### src/rtl/bus_timeout_pkg.sv
package bus_timeout_pkg;
   // Width needed to hold values 0..n inclusive
   function automatic int unsigned cnt_width(input int unsigned n);
      int unsigned w;
      w = 1;
      while ((2 ** w) <= n) w++;
      return w;
   endfunction
endpackage

### src/rtl/bus_timeout_qual.sv
module bus_timeout_qual #(
   parameter bit HOLD_EN = 1'b1
) (
   input  logic bus_sel,
   input  logic slv_ack,
   input  logic slv_retry,
   input  logic slv_hold,
   output logic xfer_end,
   output logic quiet
);
   logic responded;

   assign responded = slv_ack | slv_retry;
   // A transfer ends when the master releases select or a slave answers
   assign xfer_end  = ~bus_sel | responded;

   generate
      if (HOLD_EN) begin : g_hold
         assign quiet = ~xfer_end & ~slv_hold;
      end else begin : g_nohold
         assign quiet = ~xfer_end;
      end
   endgenerate
endmodule

### src/rtl/bus_timeout_cnt.sv
module bus_timeout_cnt
   import bus_timeout_pkg::*;
#(
   parameter int unsigned LIMIT = 16
) (
   input  logic clk,
   input  logic rst,
   input  logic quiet,
   output logic hit
);
   localparam int unsigned CW = cnt_width(LIMIT);
   localparam logic [CW-1:0] LAST = CW'(LIMIT - 1);
   localparam logic [CW-1:0] TOP  = CW'(LIMIT);

   logic [CW-1:0] cnt_q;

   always_ff @(posedge clk) begin
      if (rst || !quiet) begin
         cnt_q <= '0;
      end else if (cnt_q != TOP) begin
         cnt_q <= cnt_q + 1'b1;
      end
   end

   // The current quiet cycle is the LIMIT-th in a row
   assign hit = quiet && (cnt_q == LAST);
endmodule

### src/rtl/bus_timeout_shot.sv
module bus_timeout_shot (
   input  logic clk,
   input  logic rst,
   input  logic xfer_end,
   input  logic hit,
   output logic pulse
);
   logic fired_q;
   logic pulse_q;

   always_ff @(posedge clk) begin
      if (rst || xfer_end) begin
         fired_q <= 1'b0;
         pulse_q <= 1'b0;
      end else begin
         pulse_q <= hit & ~fired_q;
         fired_q <= fired_q | hit;
      end
   end

   assign pulse = pulse_q;
endmodule

### src/rtl/bus_timeout_mon.sv
module bus_timeout_mon #(
   parameter int unsigned LIMIT   = 16,
   parameter bit          HOLD_EN = 1'b1
) (
   input  logic clk,
   input  logic rst,
   input  logic bus_sel,
   input  logic slv_ack,
   input  logic slv_retry,
   input  logic slv_hold,
   output logic bus_timeout
);
   generate
      if (LIMIT < 2) begin : g_bad_limit
         $error("bus_timeout_mon: LIMIT must be at least 2");
      end
   endgenerate

   logic xfer_end;
   logic quiet;
   logic hit;

   bus_timeout_qual #(.HOLD_EN(HOLD_EN)) u_qual (
      .bus_sel  (bus_sel),
      .slv_ack  (slv_ack),
      .slv_retry(slv_retry),
      .slv_hold (slv_hold),
      .xfer_end (xfer_end),
      .quiet    (quiet)
   );

   bus_timeout_cnt #(.LIMIT(LIMIT)) u_cnt (
      .clk  (clk),
      .rst  (rst),
      .quiet(quiet),
      .hit  (hit)
   );

   bus_timeout_shot u_shot (
      .clk     (clk),
      .rst     (rst),
      .xfer_end(xfer_end),
      .hit     (hit),
      .pulse   (bus_timeout)
   );
endmodule

### config.mk
export PLATFORM = sky130hd
export DESIGN_NAME = bus_timeout_mon
export DESIGN_NICKNAME = d
export VERILOG_FILES = /design/src/rtl/bus_timeout_pkg.sv /design/src/rtl/bus_timeout_qual.sv /design/src/rtl/bus_timeout_cnt.sv /design/src/rtl/bus_timeout_shot.sv /design/src/rtl/bus_timeout_mon.sv
export SDC_FILE = /design/constraint.sdc
export NUM_CORES = 1
export LEC_CHECK = 0
export ABC_AREA = 1
export BUFFER_PORTS_ARGS = -buffer_cell sky130_fd_sc_hd__buf_2
export CAP_MARGIN = 30
export CELL_PAD_IN_SITES_DETAIL_PLACEMENT = 1
export CELL_PAD_IN_SITES_GLOBAL_PLACEMENT = 1
export CORE_AREA = 3 3 40 42
export DETAILED_ROUTE_END_ITERATION = 8
export DIE_AREA = 0 0 43 45
export PLACE_DENSITY = 0.62
export SLEW_MARGIN = 20
export SYNTH_ARGS = -nofsm -noshare
export SYNTH_HDL_FRONTEND = slang
export SYNTH_HIERARCHICAL = 1
export SYNTH_SLANG_ARGS = --single-unit
### constraint.sdc
create_clock -name clk -period 2.5 [get_ports clk]
set_input_delay 0.125 -clock clk [delete_from_list [all_inputs] [get_ports clk]]
set_output_delay 0.125 -clock clk [all_outputs]
set_load 0.01 [all_outputs]
==> run summary, run 1 <==
The die is 45 um tall. The net count of the finished layout is 73. Setup violations remaining at the end of the flow were counted as 0. Sequential elements use 38.5% of the synthesized area. Count of standard-cell rows: 13. Along the worst path, the maximum fanout reaches 4. For this block, the initial DRC count from the detailed router was 2.

The total clock buffers created by CTS is 3, and the post-CTS setup-driven buffer insertion count is 0. The final period demand of the worst path came out at 1.19 ns. The tools report the hold path startpoint as rst. Worst-skew pair later-pin latency: 0.25 ns. After layout, the worst path uses 47.4% of the clock period.

After clock tree synthesis, the clock-pin slew on the worst setup and hold paths is 0.05 ns. The logs give 323 for the via count of the first global-routing pass and 6 for the synthesis warning total. The tools report the number of DRC violations after detailed routing as 0. The tools report the detailed-router iteration count before antenna repair as 2. Compared with the post-synthesis result, the final layout area differs by 20.6%.

The slowest stage of the critical path is the sky130_fd_sc_hd__dfxtp_1 cell. Category of the most critical setup path: reg -> reg. Final standard cell area without fillers: 439 um^2. The worst setup path is launched from a flip-flop.

The cell chosen for the clock root was sky130_fd_sc_hd__clkbuf_4. Cells with a size suffix above 1 make up 17.5% of the layout. The total via count after detailed routing is 337, and the critical path data arrival time is 1.38 ns.

The detail-routed via count per cell was 4.32; the effective utilization at floorplan was 28.3%. Number of gates resized after CTS: 0. The family of cells with the greatest summed delay on the critical path was flip-flops. The first global-routing pass estimated 1210 um of wire. In the global route stage, overall resource usage came out at 9.02%. The deepest level of the CTS H-tree came out at 1. The final layout contains routed wiring with a total length of 724 um. For the number of sinks driven by the clock tree, the log shows 7. The number of cells on the worst reg-to-reg path was 8; the number of nets still failing antenna checks after routing was 0. The tools report the maximum number of buffers from clock root to sink as 2. The tool flagged a number of max-cap violations equal to 0. The startpoint identified for the worst register-to-register timing path is u_cnt/cnt_q[0]. The path category of the worst min-delay check was in -> reg. The flow ran to the end, and the final reports show no timing, DRC or antenna violations. For flop-to-flop paths, the worst setup slack is 1.31 ns. The worst hold path passes through 4 cells.

The count of hold-fix buffers inserted at cts was 0. Setup repair after global routing left no endpoint under its margin. The area inside the core boundary came out at 1280 um^2. In this run, synthesis produced a sequential element count of 7. The worst path meets setup with 1.31 ns of slack.

Initial antenna violation count: 0. Final-report max-slew violation count: 0. The clock arrives with 0.00447 ns of skew. Dividing the detail-routed wire length by the instance count gives 9.28 um. The port buffer count came out at 6.

The average cell area after synthesis was 6.87 um^2; the total negative slack was 0 ns. Total instance count after detailed placement: 74. The final estimated routing congestion in global placement came out at 0.724. Leaving out fill and tap cells, the most frequent cells in the layout are sky130_fd_sc_hd__nand2_1, sky130_fd_sc_hd__inv_1, sky130_fd_sc_hd__nor2_1, sky130_fd_sc_hd__dfxtp_1, sky130_fd_sc_hd__buf_2. TritonCTS built the clock tree.

The number of antenna diodes in the final layout is 0. In this run the tightest slew margin relative to its limit is 81.5%. Entering global routing, the biggest net connects 6 pins.

The total overflow left after global routing is 0. Traced cell by cell, the critical path runs through ha_1, nand2_1, nor2_1, ha_1, nand2_1, inv_1, nor2_1, nor2_1. The static leakage is 0.000194 uW, and the actual slew at the worst max-slew pin is 0.276 ns. The worst setup path is captured at a flip-flop.

After synthesis the cells add up to 364 um^2. 7 I/O pins were placed. Leaving out fill and tap cells, the most frequent cell in the layout is sky130_fd_sc_hd__nand2_1. The width of the chip is 43 um, and the number of hold-slack violations in the final timing report is 0. The count of buffering cells on the critical path with inverters included is 1. Timing would allow up to 0.843 GHz. In this design, the critical path's most frequently occurring cell is sky130_fd_sc_hd__nor2_1. The placed standard-cell area is 413 um^2, and the die area is 1940 um^2. Power spread over the standard cell area amounts to 506 nW/um^2. The number of different library cells used by synthesis comes to 11. Synthesis handed over a netlist of 53 instances.

The tools report the number of nets produced by synthesis as 62. Hold-critical path endpoint: u_shot/pulse. Final standard cell count with taps included and fillers excluded: 78.

The design draws 222 uW. For the highest ir drop seen on vdd, the log shows 238 uV. Required time at the worst-slack endpoint: 2.69 ns.

In this run the critical register-to-register path is captured at u_shot/fired_q. The worst setup slack after placement came out at 1.30 ns. For this run, the slowest stage of the critical path takes 0.37 ns.
## power breakdown
| group | switching (uW) | internal [uW] | leakage (uW) |
|---|---|---|---|
| sequential | 0.287 | 112 | 0.0000564 |
| clock | 40.7 | 60.9 | 0.0000150 |
| combinational | 4.14 | 4.15 | 0.000122 |
| total | 45.1 | 177 | 0.000194 |
## logic make-up after synthesis
| logic type | count (synthesis) | share of synthesized area, % |
|---|---|---|
| buffers and inverters | 11 | 11.3 |
| XOR/XNOR | 1 | 2.41 |
| flip-flops | 7 | 38.5 |
| adder cells (fa/ha/maj) | 3 | 10.3 |
| AND/OR/NAND/NOR | 28 | 33.3 |
| AO/OA/AOI/OAI | 3 | 4.12 |
## through the flow
| stage | util [%] | hold slack [ns] |
|---|---|---|
| after floorplan | - | 0.292 |
| after global placement | 32.1 | 0.413 |
| after detailed placement | 32.1 | 0.422 |
| after CTS | 34.2 | 0.148 |
| after global routing | 34.2 | 0.166 |
| final | 34.2 | 0.153 |
## area by class of cell
type / count / area (um^2)
flip-flops and latches: 7 / 140
fillers: 172 / 846
well taps: 15 / 18.8
repair buffers: 6 / 30.0
clock buffers: 4 / 26.3
multi-input cells: 35 / 183
inverters: 11 / 41.3
## worst reg2reg max path, delay by kind of cell, from the launching register on
family | cells | cell delay [ns]
buf+inv | 1 | 0.07
flops | 1 | 0.37
fa+ha+maj | 2 | 0.35
simple gates | 5 | 0.36
## routing by layer
metal  wire (um)  global-route usage [%]  vias to the layer above
met2         389                    16.5                        6
met4           0                    1.81                        0
li1            -                       -                      178
met5           0                       0                        -
met3          43                    5.98                        0
met1         290                    8.52                      153
## state kept, by name, summed over array words and instances, names as in the netlist
| signal | flops |
|---|---|
| u_shot/pulse | 1 |
| u_shot/fired_q | 1 |
| u_cnt/cnt_q | 5 |
## how the worst max path moves through the flow
| stage | start | end | slack, ns | depth (start not counted) |
|---|---|---|---|---|
| global route | u_cnt/cnt_q[1] | u_shot/pulse | 1.12 | 8 |
| detailed placement | u_cnt/cnt_q[0] | u_shot/fired_q | 1.30 | 8 |
| CTS | u_cnt/cnt_q[0] | u_shot/fired_q | 1.28 | 8 |
| finish | u_cnt/cnt_q[0] | u_shot/fired_q | 1.31 | 8 |
| global placement | u_cnt/cnt_q[0] | u_shot/fired_q | 1.32 | 8 |
| floorplan | u_cnt/cnt_q[0] | u_shot/fired_q | 1.39 | 8 |
## cells in the mapped netlist
library cell | n | area share [%]
sky130_fd_sc_hd__ha_1 | 3 | 10
sky130_fd_sc_hd__nor2_2 | 1 | 1.7
sky130_fd_sc_hd__dfxtp_1 | 7 | 38
sky130_fd_sc_hd__nand4_1 | 1 | 1.7
sky130_fd_sc_hd__nor2_1 | 10 | 10
sky130_fd_sc_hd__xnor2_1 | 1 | 2.4
sky130_fd_sc_hd__nor2_4 | 1 | 3.1
sky130_fd_sc_hd__nand2_1 | 12 | 12
sky130_fd_sc_hd__inv_1 | 11 | 11
sky130_fd_sc_hd__nand3_1 | 3 | 4.1
sky130_fd_sc_hd__a21oi_1 | 3 | 4.1
No activity file was read; power rests on OpenSTA's default activity.
==> inputs of run 2 (changes only) <==
--- a/config.mk
+++ b/config.mk
@@ -13,7 +13,7 @@
 export CORE_AREA = 3 3 40 42
 export DETAILED_ROUTE_END_ITERATION = 8
 export DIE_AREA = 0 0 43 45
-export PLACE_DENSITY = 0.62
+export PLACE_DENSITY = 0.64
 export SLEW_MARGIN = 20
 export SYNTH_ARGS = -nofsm -noshare
 export SYNTH_HDL_FRONTEND = slang
==> constraint.sdc (replaced) <==
create_clock -name clk -period 1 [get_ports clk]
set_input_delay 0.05 -clock clk [delete_from_list [all_inputs] [get_ports clk]]
set_output_delay 0.05 -clock clk [all_outputs]
set_load 0.01 [all_outputs]
==> run 2 against run 1 <==
  * The flow now finishes with violations (negative setup slack)
  * Power rose to 2.5 times the previous value
  * First-iteration DRC count grew 50%
  * Critical path depth shrank 2
  * Register-to-register slack got worse by 1.4 ns
  * Critical endpoint is now u_cnt/cnt_q[4]
  * Non-clock buffer count increased by 8
  * Sequential cell count did not move
  * Final cell count grew 10%
  * Core utilization increased by 13 points
  * Worst hold slack got worse by 0.073 ns
  * Clock power rose to 2.5 times the previous value
  * Maximum frequency up 5.9%
  * Via count up 12%
==> run summary, run 2 (synthesis gave the netlist of run 1 again) <==
Deepest level of the CTS H-tree: 1 (unchanged). The die area came out at 1940 um^2 (unchanged). The flow ran to the end, but the final reports show violations. The via count of the first global-routing pass was 361 (+12%); the number of flip-flops under the largest register name was 5 (unchanged). The y dimension of the die came out at 45 um (unchanged).

The effective utilization at floorplan is 28.3% (unchanged). The post-layout net count was 81 (+11%). Leaving out fill and tap cells, the most frequent cells in the layout are sky130_fd_sc_hd__nor2_1, sky130_fd_sc_hd__inv_1, sky130_fd_sc_hd__buf_4, sky130_fd_sc_hd__buf_2, sky130_fd_sc_hd__nand2_1.

In this design, the largest share of critical-path delay is due to flip-flops. The logs give 379 (+12%) for the total via count after detailed routing and 2 (unchanged) for the maximum number of buffers from clock root to sink. The final reports fail on negative setup slack. The width of the chip was 43 um (unchanged). The detail-routed via count per cell came out at 4.41 (+2.0%). The clock input transition at the sequential cells of the worst setup and hold paths was 0.05 ns (about the same).

The tools report the area inside the core boundary as 1280 um^2 (unchanged). The number of maximum-capacitance constraint violations is 0 (unchanged). Setup repair after global routing could not meet its margin everywhere. For the multi-input combinational cell area, the log shows 274 um^2 (+50%).

The final estimated routing congestion in global placement is 0.652 (-10%), and the global router's overall resource usage is 10.3% (+1.3 points). For the critical path data arrival time, the log shows 1.30 ns (-0.08 ns). The logs give 0 (unchanged) for the number of hold-slack violations in the final timing report and 13 (unchanged) for the count of standard-cell rows. STA classifies the critical path endpoint as a flip-flop. The actual slew at the worst max-slew pin works out to 0.220 ns (-0.0558 ns). The detailed-router iteration count before antenna repair is 5 (+3). TritonCTS built the clock tree.

The routed wire length per instance came out at 12.4 um (+33%). Final-report max-slew violation count: 0 (unchanged). The static leakage came out at 0.000254 uW (+31%). The slack of the critical path was -0.120 ns (-1.43 ns). The layout overhead on the synthesized area is 66.7%. The overall overflow remaining after global route was 0 (unchanged); the fraction of power consumed by combinational cells was 4.9% (+1.2 points). The number of DRC violations after detailed routing was 0 (unchanged); the first-pass GRT wire length was 1420 um (+17%).

The required time at the worst-slack endpoint was 1.18 ns (-1.51 ns). The net switching power was 120 uW (+170%); the power per cell area was 926 nW/um^2 (+83%). Port buffer count: 6 (unchanged).

The number of fill cells in the layout was 157 (-8.7%); the period utilization was 112% (+65 points). The tools report the pin count of the biggest net entering global routing as 6 (unchanged). The logs give 10.9% (+2.4 points) for the global routing usage on met1 and 0.00413 ns (-0.000332 ns) for the final clock skew. Switching share of power: 21.4% (+1.1 points).

The min-delay analysis places its worst path in the category in -> reg. The met3 routing resource usage after global routing was 7.17% (+1.2 points); the final setup violation count was 6 (+6). The relative slew slack is 85.3% (+3.8 points). The largest individual stage delay along the critical path comes from the cell sky130_fd_sc_hd__dfxtp_4. The worst setup path is of the reg -> reg kind.

For the number of sinks driven by the clock tree, the log shows 7 (unchanged). The tools report the worst-skew pair later-pin latency as 0.25 ns (about the same). The tools report the design internal power as 442 uW (+150%). The worst hold slack across all endpoints came out at 0.0804 ns (-0.0726 ns).

Share of post-route cells with drive strength above 1: 54.9% (+37 points). The total clock buffers created by CTS was 3 (unchanged). For the total negative slack, the log shows -0.587 ns (-0.587 ns).

The register name with the most flops is u_cnt/cnt_q. The run gives 473 um^2 (+15%) as the placed standard-cell area. The critical path's largest stage delay was 0.36 ns (about the same); the wire length reported by the detailed router was 1070 um (+47%). The highest achievable clock rate came out at 0.893 GHz (+5.9%). STA classifies the critical path startpoint as a flip-flop. The fraction of power consumed by the clock network was 46.0% (+0.3 points); the maximum fanout along the worst path was 5 (+1). The tools report the DRC violation total after the first TritonRoute iteration as 3 (+1). Final standard cell area without fillers: 607 um^2 (+38%). The share of power burned in registers is 49.1% (-1.5 points), and the worst setup slack after placement is -0.111 ns (-1.41 ns).

The tools report the highest ir drop seen on vdd as 697 uV (+190%). The tree is rooted in a sky130_fd_sc_hd__clkbuf_4. The global routing usage on met2 was 17.4% (+0.90 points).

The signal on the critical path passes through inv_1, ha_4, nand2_2, inv_4, nand2_4, a21oi_2. The number of diodes came out at 0 (unchanged). The tools report the HPWL reported at the end of detailed placement as 646 um. Highest-utilization routing layer at the global route stage: met2.

The area taken by flip-flops and latches is 148 um^2 (+5.4%). The initial antenna violation count is 0 (unchanged). The number of nets still failing antenna checks after routing was 0 (unchanged); the top-level port count was 7 (unchanged).

The leading cell type in the layout, fill and taps excluded was sky130_fd_sc_hd__nor2_1. The final period demand of the worst path works out to 1.12 ns (-0.0657 ns). The count of buffering cells on the critical path with inverters included is 2 (+1).
run 2: worst paths after layout:
check / to / startpoint / slack (ns) / cells after the start
max: u_cnt/cnt_q[4] / u_cnt/cnt_q[0] / -0.12 / 6
min: u_shot/pulse / rst / 0.08 / 4
max reg2reg: u_cnt/cnt_q[4] / u_cnt/cnt_q[0] / -0.12 / 6
min reg2reg: u_shot/fired_q / u_shot/fired_q / 0.47 / 2
run 2: worst min-delay path, stage by stage:
cell	delay (ns)
sky130_fd_sc_hd__buf_2	0.09
sky130_fd_sc_hd__inv_1	0.03
sky130_fd_sc_hd__nand2_1	0.07
sky130_fd_sc_hd__nor2_1	0.04
run 2: per-layer routing:
layer,vias to the layer above,wire (um)
met5,-,0
met4,0,0
met3,0,48
met2,5,619
met1,177,397
li1,197,-
run 2: cell type report:
| type | instances | share of cell area, % |
|---|---|---|
| clock buffer | 4 | 4.33 |
| inverter | 11 | 7.63 |
| multi-input combinational | 35 | 45.2 |
| sequential | 7 | 24.3 |
| tap | 15 | 3.09 |
| timing repair buffer | 14 | 15.5 |
run 2: stage by stage:
stage / util (%) / power [uW] / instances
4_1_cts: 40.6 / 574 / 85
3_5_place_dp: 36.8 / 310 / 80
6_report: 47.2 / 562 / 86
5_1_grt: 47.2 / 601 / 86
3_3_place_gp: 36.8 / 309 / 80
2_1_floorplan: - / 295 / 53
run 2: timing repair:
action | 4_1_cts | 5_1_grt
gates resized for setup | 6 | 21
gates cloned | 0 | 0
pin swaps | 2 | 10
hold buffers | 0 | 0
buffers inserted | 1 | 1
setup endpoints to repair | 6 | 6
run 2: power by group through the flow:
stage                     Combinational (uW)  Sequential, uW  Clock [uW]
after floorplan                         8.77             287           0
after global placement                  22.1             287           0
after detailed placement                22.6             287           0
after CTS                               24.4             276         274
after global routing                    31.2             276         294
final                                   27.3             276         259
==> inputs of run 3 (changes only) <==
--- a/config.mk
+++ b/config.mk
@@ -13,7 +13,7 @@
 export CORE_AREA = 3 3 40 42
 export DETAILED_ROUTE_END_ITERATION = 8
 export DIE_AREA = 0 0 43 45
-export PLACE_DENSITY = 0.64
+export PLACE_DENSITY = 0.62
 export SLEW_MARGIN = 20
 export SYNTH_ARGS = -nofsm -noshare
 export SYNTH_HDL_FRONTEND = slang
==> constraint.sdc (replaced) <==
create_clock -name clk -period 1.45 [get_ports clk]
set_input_delay 0.0725 -clock clk [delete_from_list [all_inputs] [get_ports clk]]
set_output_delay 0.0725 -clock clk [all_outputs]
set_load 0.01 [all_outputs]
==> run 3 against run 2 <==
  * The run now ends clean
  * Sequential share of layout area grew 7.6 points
  * Combinational power shrank 48%
  * Routed wire length shrank 32%
  * Core utilization shrank 13 points
  * Maximum frequency shrank 7.5%
  * Power shrank 32%
==> run summary, run 3 (synthesis gave the netlist of run 1 again) <==
The share of post-route cells with drive strength above 1 came out at 17.5% (-37 points). Leaving out fill and tap cells, the most frequent cells in the layout are sky130_fd_sc_hd__nand2_1, sky130_fd_sc_hd__inv_1, sky130_fd_sc_hd__nor2_1, sky130_fd_sc_hd__dfxtp_1, sky130_fd_sc_hd__buf_2. Die area: 1940 um^2 (unchanged). The via count of the first global-routing pass is 336 (-6.9%). The width of the chip was 43 um (unchanged); the y dimension of the die was 45 um (unchanged). The initial antenna violation count came out at 0 (unchanged). The final setup violation count is 0 (-6), and the overall overflow remaining after global route is 0 (unchanged). STA classifies the critical path startpoint as a flip-flop.

The run gives 0 (unchanged) as the number of diodes. For the count of standard-cell rows, the log shows 13 (unchanged). In this run the worst hold path is classified as in -> reg. The DRC violation total after the first TritonRoute iteration was 1 (-2); the power per cell area was 875 nW/um^2 (-5.5%). The number of gates resized after CTS is 0 (-6), and the top-level port count is 7 (unchanged). The maximum number of buffers from clock root to sink came out at 2 (unchanged).

The port buffer count was 6 (unchanged); the layout overhead on the synthesized area was 20.6%. The detailed-router iteration count before antenna repair is 2 (-3), and the HPWL reported at the end of detailed placement is 579 um (-10%). Setup repair after global routing left no endpoint under its margin.

Number of nets still failing antenna checks after routing: 0 (unchanged). Area inside the core boundary: 1280 um^2 (unchanged). The clock input transition at the sequential cells of the worst setup and hold paths came out at 0.05 ns (about the same). The worst hold path terminates at u_shot/fired_q. The total negative slack is 0 ns (+0.587 ns), and the number of cells on the worst reg-to-reg path is 8 (+2). The actual slew at the worst max-slew pin is 0.290 ns (+0.0701 ns). The number of DRC violations after detailed routing is 0 (unchanged). The final estimated routing congestion in global placement was 0.658 (+0.91%). The run gives 315 (-17%) as the total via count after detailed routing.

TritonCTS built the clock tree. Final standard cell area without fillers: 439 um^2 (-28%). The hold-critical path depth was 4 (unchanged). The detail-routed via count per cell works out to 4.04 (-8.4%). The flow ran to the end, and the final reports show no timing, DRC or antenna violations. The hold path startpoint is rst. The post-CTS setup-driven buffer insertion count is 0 (-1), and the number of hold-slack violations in the final timing report is 0 (unchanged). The worst-skew pair later-pin latency was 0.25 ns (about the same). The run gives 78 (-9.3%) as the final standard cell count with taps included and fillers excluded.

The leading cell type in the layout, fill and taps excluded is sky130_fd_sc_hd__nand2_1. The highest ir drop seen on vdd came out at 255 uV (-63%). The routed wire length per instance was 9.28 um (-25%); the count of hold-fix buffers inserted at cts was 0 (unchanged).

The met1 layer wirelength in the final routing is 319 um (-20%), and the number of flip-flops under the largest register name is 5 (unchanged). The final period demand of the worst path was 1.21 ns (+0.0913 ns). The deepest level of the CTS H-tree is 1 (unchanged), and the total instance count after detailed placement is 74 (-7.5%). The tools report the worst setup slack for register-to-register paths as 0.24 ns (+0.36 ns). The total clock buffers created by CTS is 3 (unchanged), and the pin count of the biggest net entering global routing is 6 (unchanged). The period utilization came out at 83.6% (-28 points). The placed standard-cell area is 413 um^2 (-13%). The run gives 7 (unchanged) as the number of sinks driven by the clock tree. The required time at the worst-slack endpoint is 1.64 ns (+0.46 ns). After detailed routing, no signal wire sits above met4. The logs give 28.3% (unchanged) for the effective utilization at floorplan and 1.40 ns (+0.10 ns) for the critical path data arrival time. The worst register-to-register path ends at u_shot/pulse. The worst setup path is captured at a flip-flop. The maximum fanout along the worst path is 4 (-1). The startpoint identified for the worst register-to-register timing path is u_cnt/cnt_q[1].

Relative slew slack: 80.6% (-4.7 points). The logs give 10.3% (-0.075 points) for the global router's overall resource usage and 0 (unchanged) for the number of maximum-capacitance constraint violations. The static leakage was 0.000194 uW (-24%); the routed length on met2 was 351 um (-43%). The tools report the overall power as 384 uW (-32%).

The post-layout net count was 73 (-9.9%). For the final-report max-slew violation count, the log shows 0 (unchanged). The run gives 1350 um (-4.9%) as the first-pass GRT wire length. The tools report the cell chosen for the clock root as sky130_fd_sc_hd__clkbuf_4. The tools report the wire length reported by the detailed router as 724 um (-32%). The critical path is of the reg -> reg type.

The tools report the highest achievable clock rate as 0.825 GHz (-7.5%). More flip-flops sit in one register than any other, and that register is u_cnt/cnt_q. The detailed route wirelength on metal3 is 39 um (-19%).

The tools report the final clock skew as 0.000431 ns (-0.00370 ns).
## run 3: cell types whose count changed in the layout (fill, tap and decap cells not counted), sizes merged
cell / before / now
buf: 14 / 6
## run 3: per-layer routing
metal	vias to the layer above	GRT usage, %
li1	177	-
met1	132	10.9
met2	4	14.4
met3	2	5.98
met4	0	9.04
met5	-	0
## run 3: metrics by stage
stage,utilization [%],setup slack [ns],hold slack (ns)
floorplan,-,0.339,0.239
global placement,32.1,0.268,0.362
detailed placement,32.1,0.227,0.375
CTS,34.2,0.214,0.0981
global route,34.2,0.0464,0.127
finish,34.2,0.238,0.103
## run 3: area by class of cell
class | instances | area, um^2
fill | 173 | 846
multi-input combinational | 35 | 183
sequential | 7 | 140
inverter | 11 | 41.3
timing repair buffer | 6 | 30.0
clock buffer | 4 | 26.3
tap | 15 | 18.8
## run 3: where the power goes
part	leakage, uW	switching (uW)	total [uW]	internal, uW
sequential	0.0000564	0.485	194	193
combinational	0.000122	6.98	14.1	7.15
clock	0.0000150	71.5	177	105
total	0.000194	79.0	384	305
## run 3: worst max path at each step
stage | from | to | slack [ns] | cells past startpoint
after floorplan | u_cnt/cnt_q[0] | u_shot/fired_q | 0.34 | 8
after detailed placement | u_cnt/cnt_q[1] | u_shot/pulse | 0.23 | 8
after global routing | u_cnt/cnt_q[1] | u_shot/pulse | 0.05 | 8
after global placement | u_cnt/cnt_q[0] | u_shot/fired_q | 0.27 | 8
after CTS | u_cnt/cnt_q[1] | u_shot/pulse | 0.21 | 8
final | u_cnt/cnt_q[1] | u_shot/pulse | 0.24 | 8
## run 3: worst max-delay path, stage by stage (launching register included)
cell and delay [ns]:
sky130_fd_sc_hd__dfxtp_1 0.37, sky130_fd_sc_hd__ha_1 0.21, sky130_fd_sc_hd__nand2_1 0.06, sky130_fd_sc_hd__nor2_1 0.11, sky130_fd_sc_hd__ha_1 0.15, sky130_fd_sc_hd__nand2_1 0.04
sky130_fd_sc_hd__inv_1 0.06, sky130_fd_sc_hd__nand2_1 0.05, sky130_fd_sc_hd__nor2_1 0.09
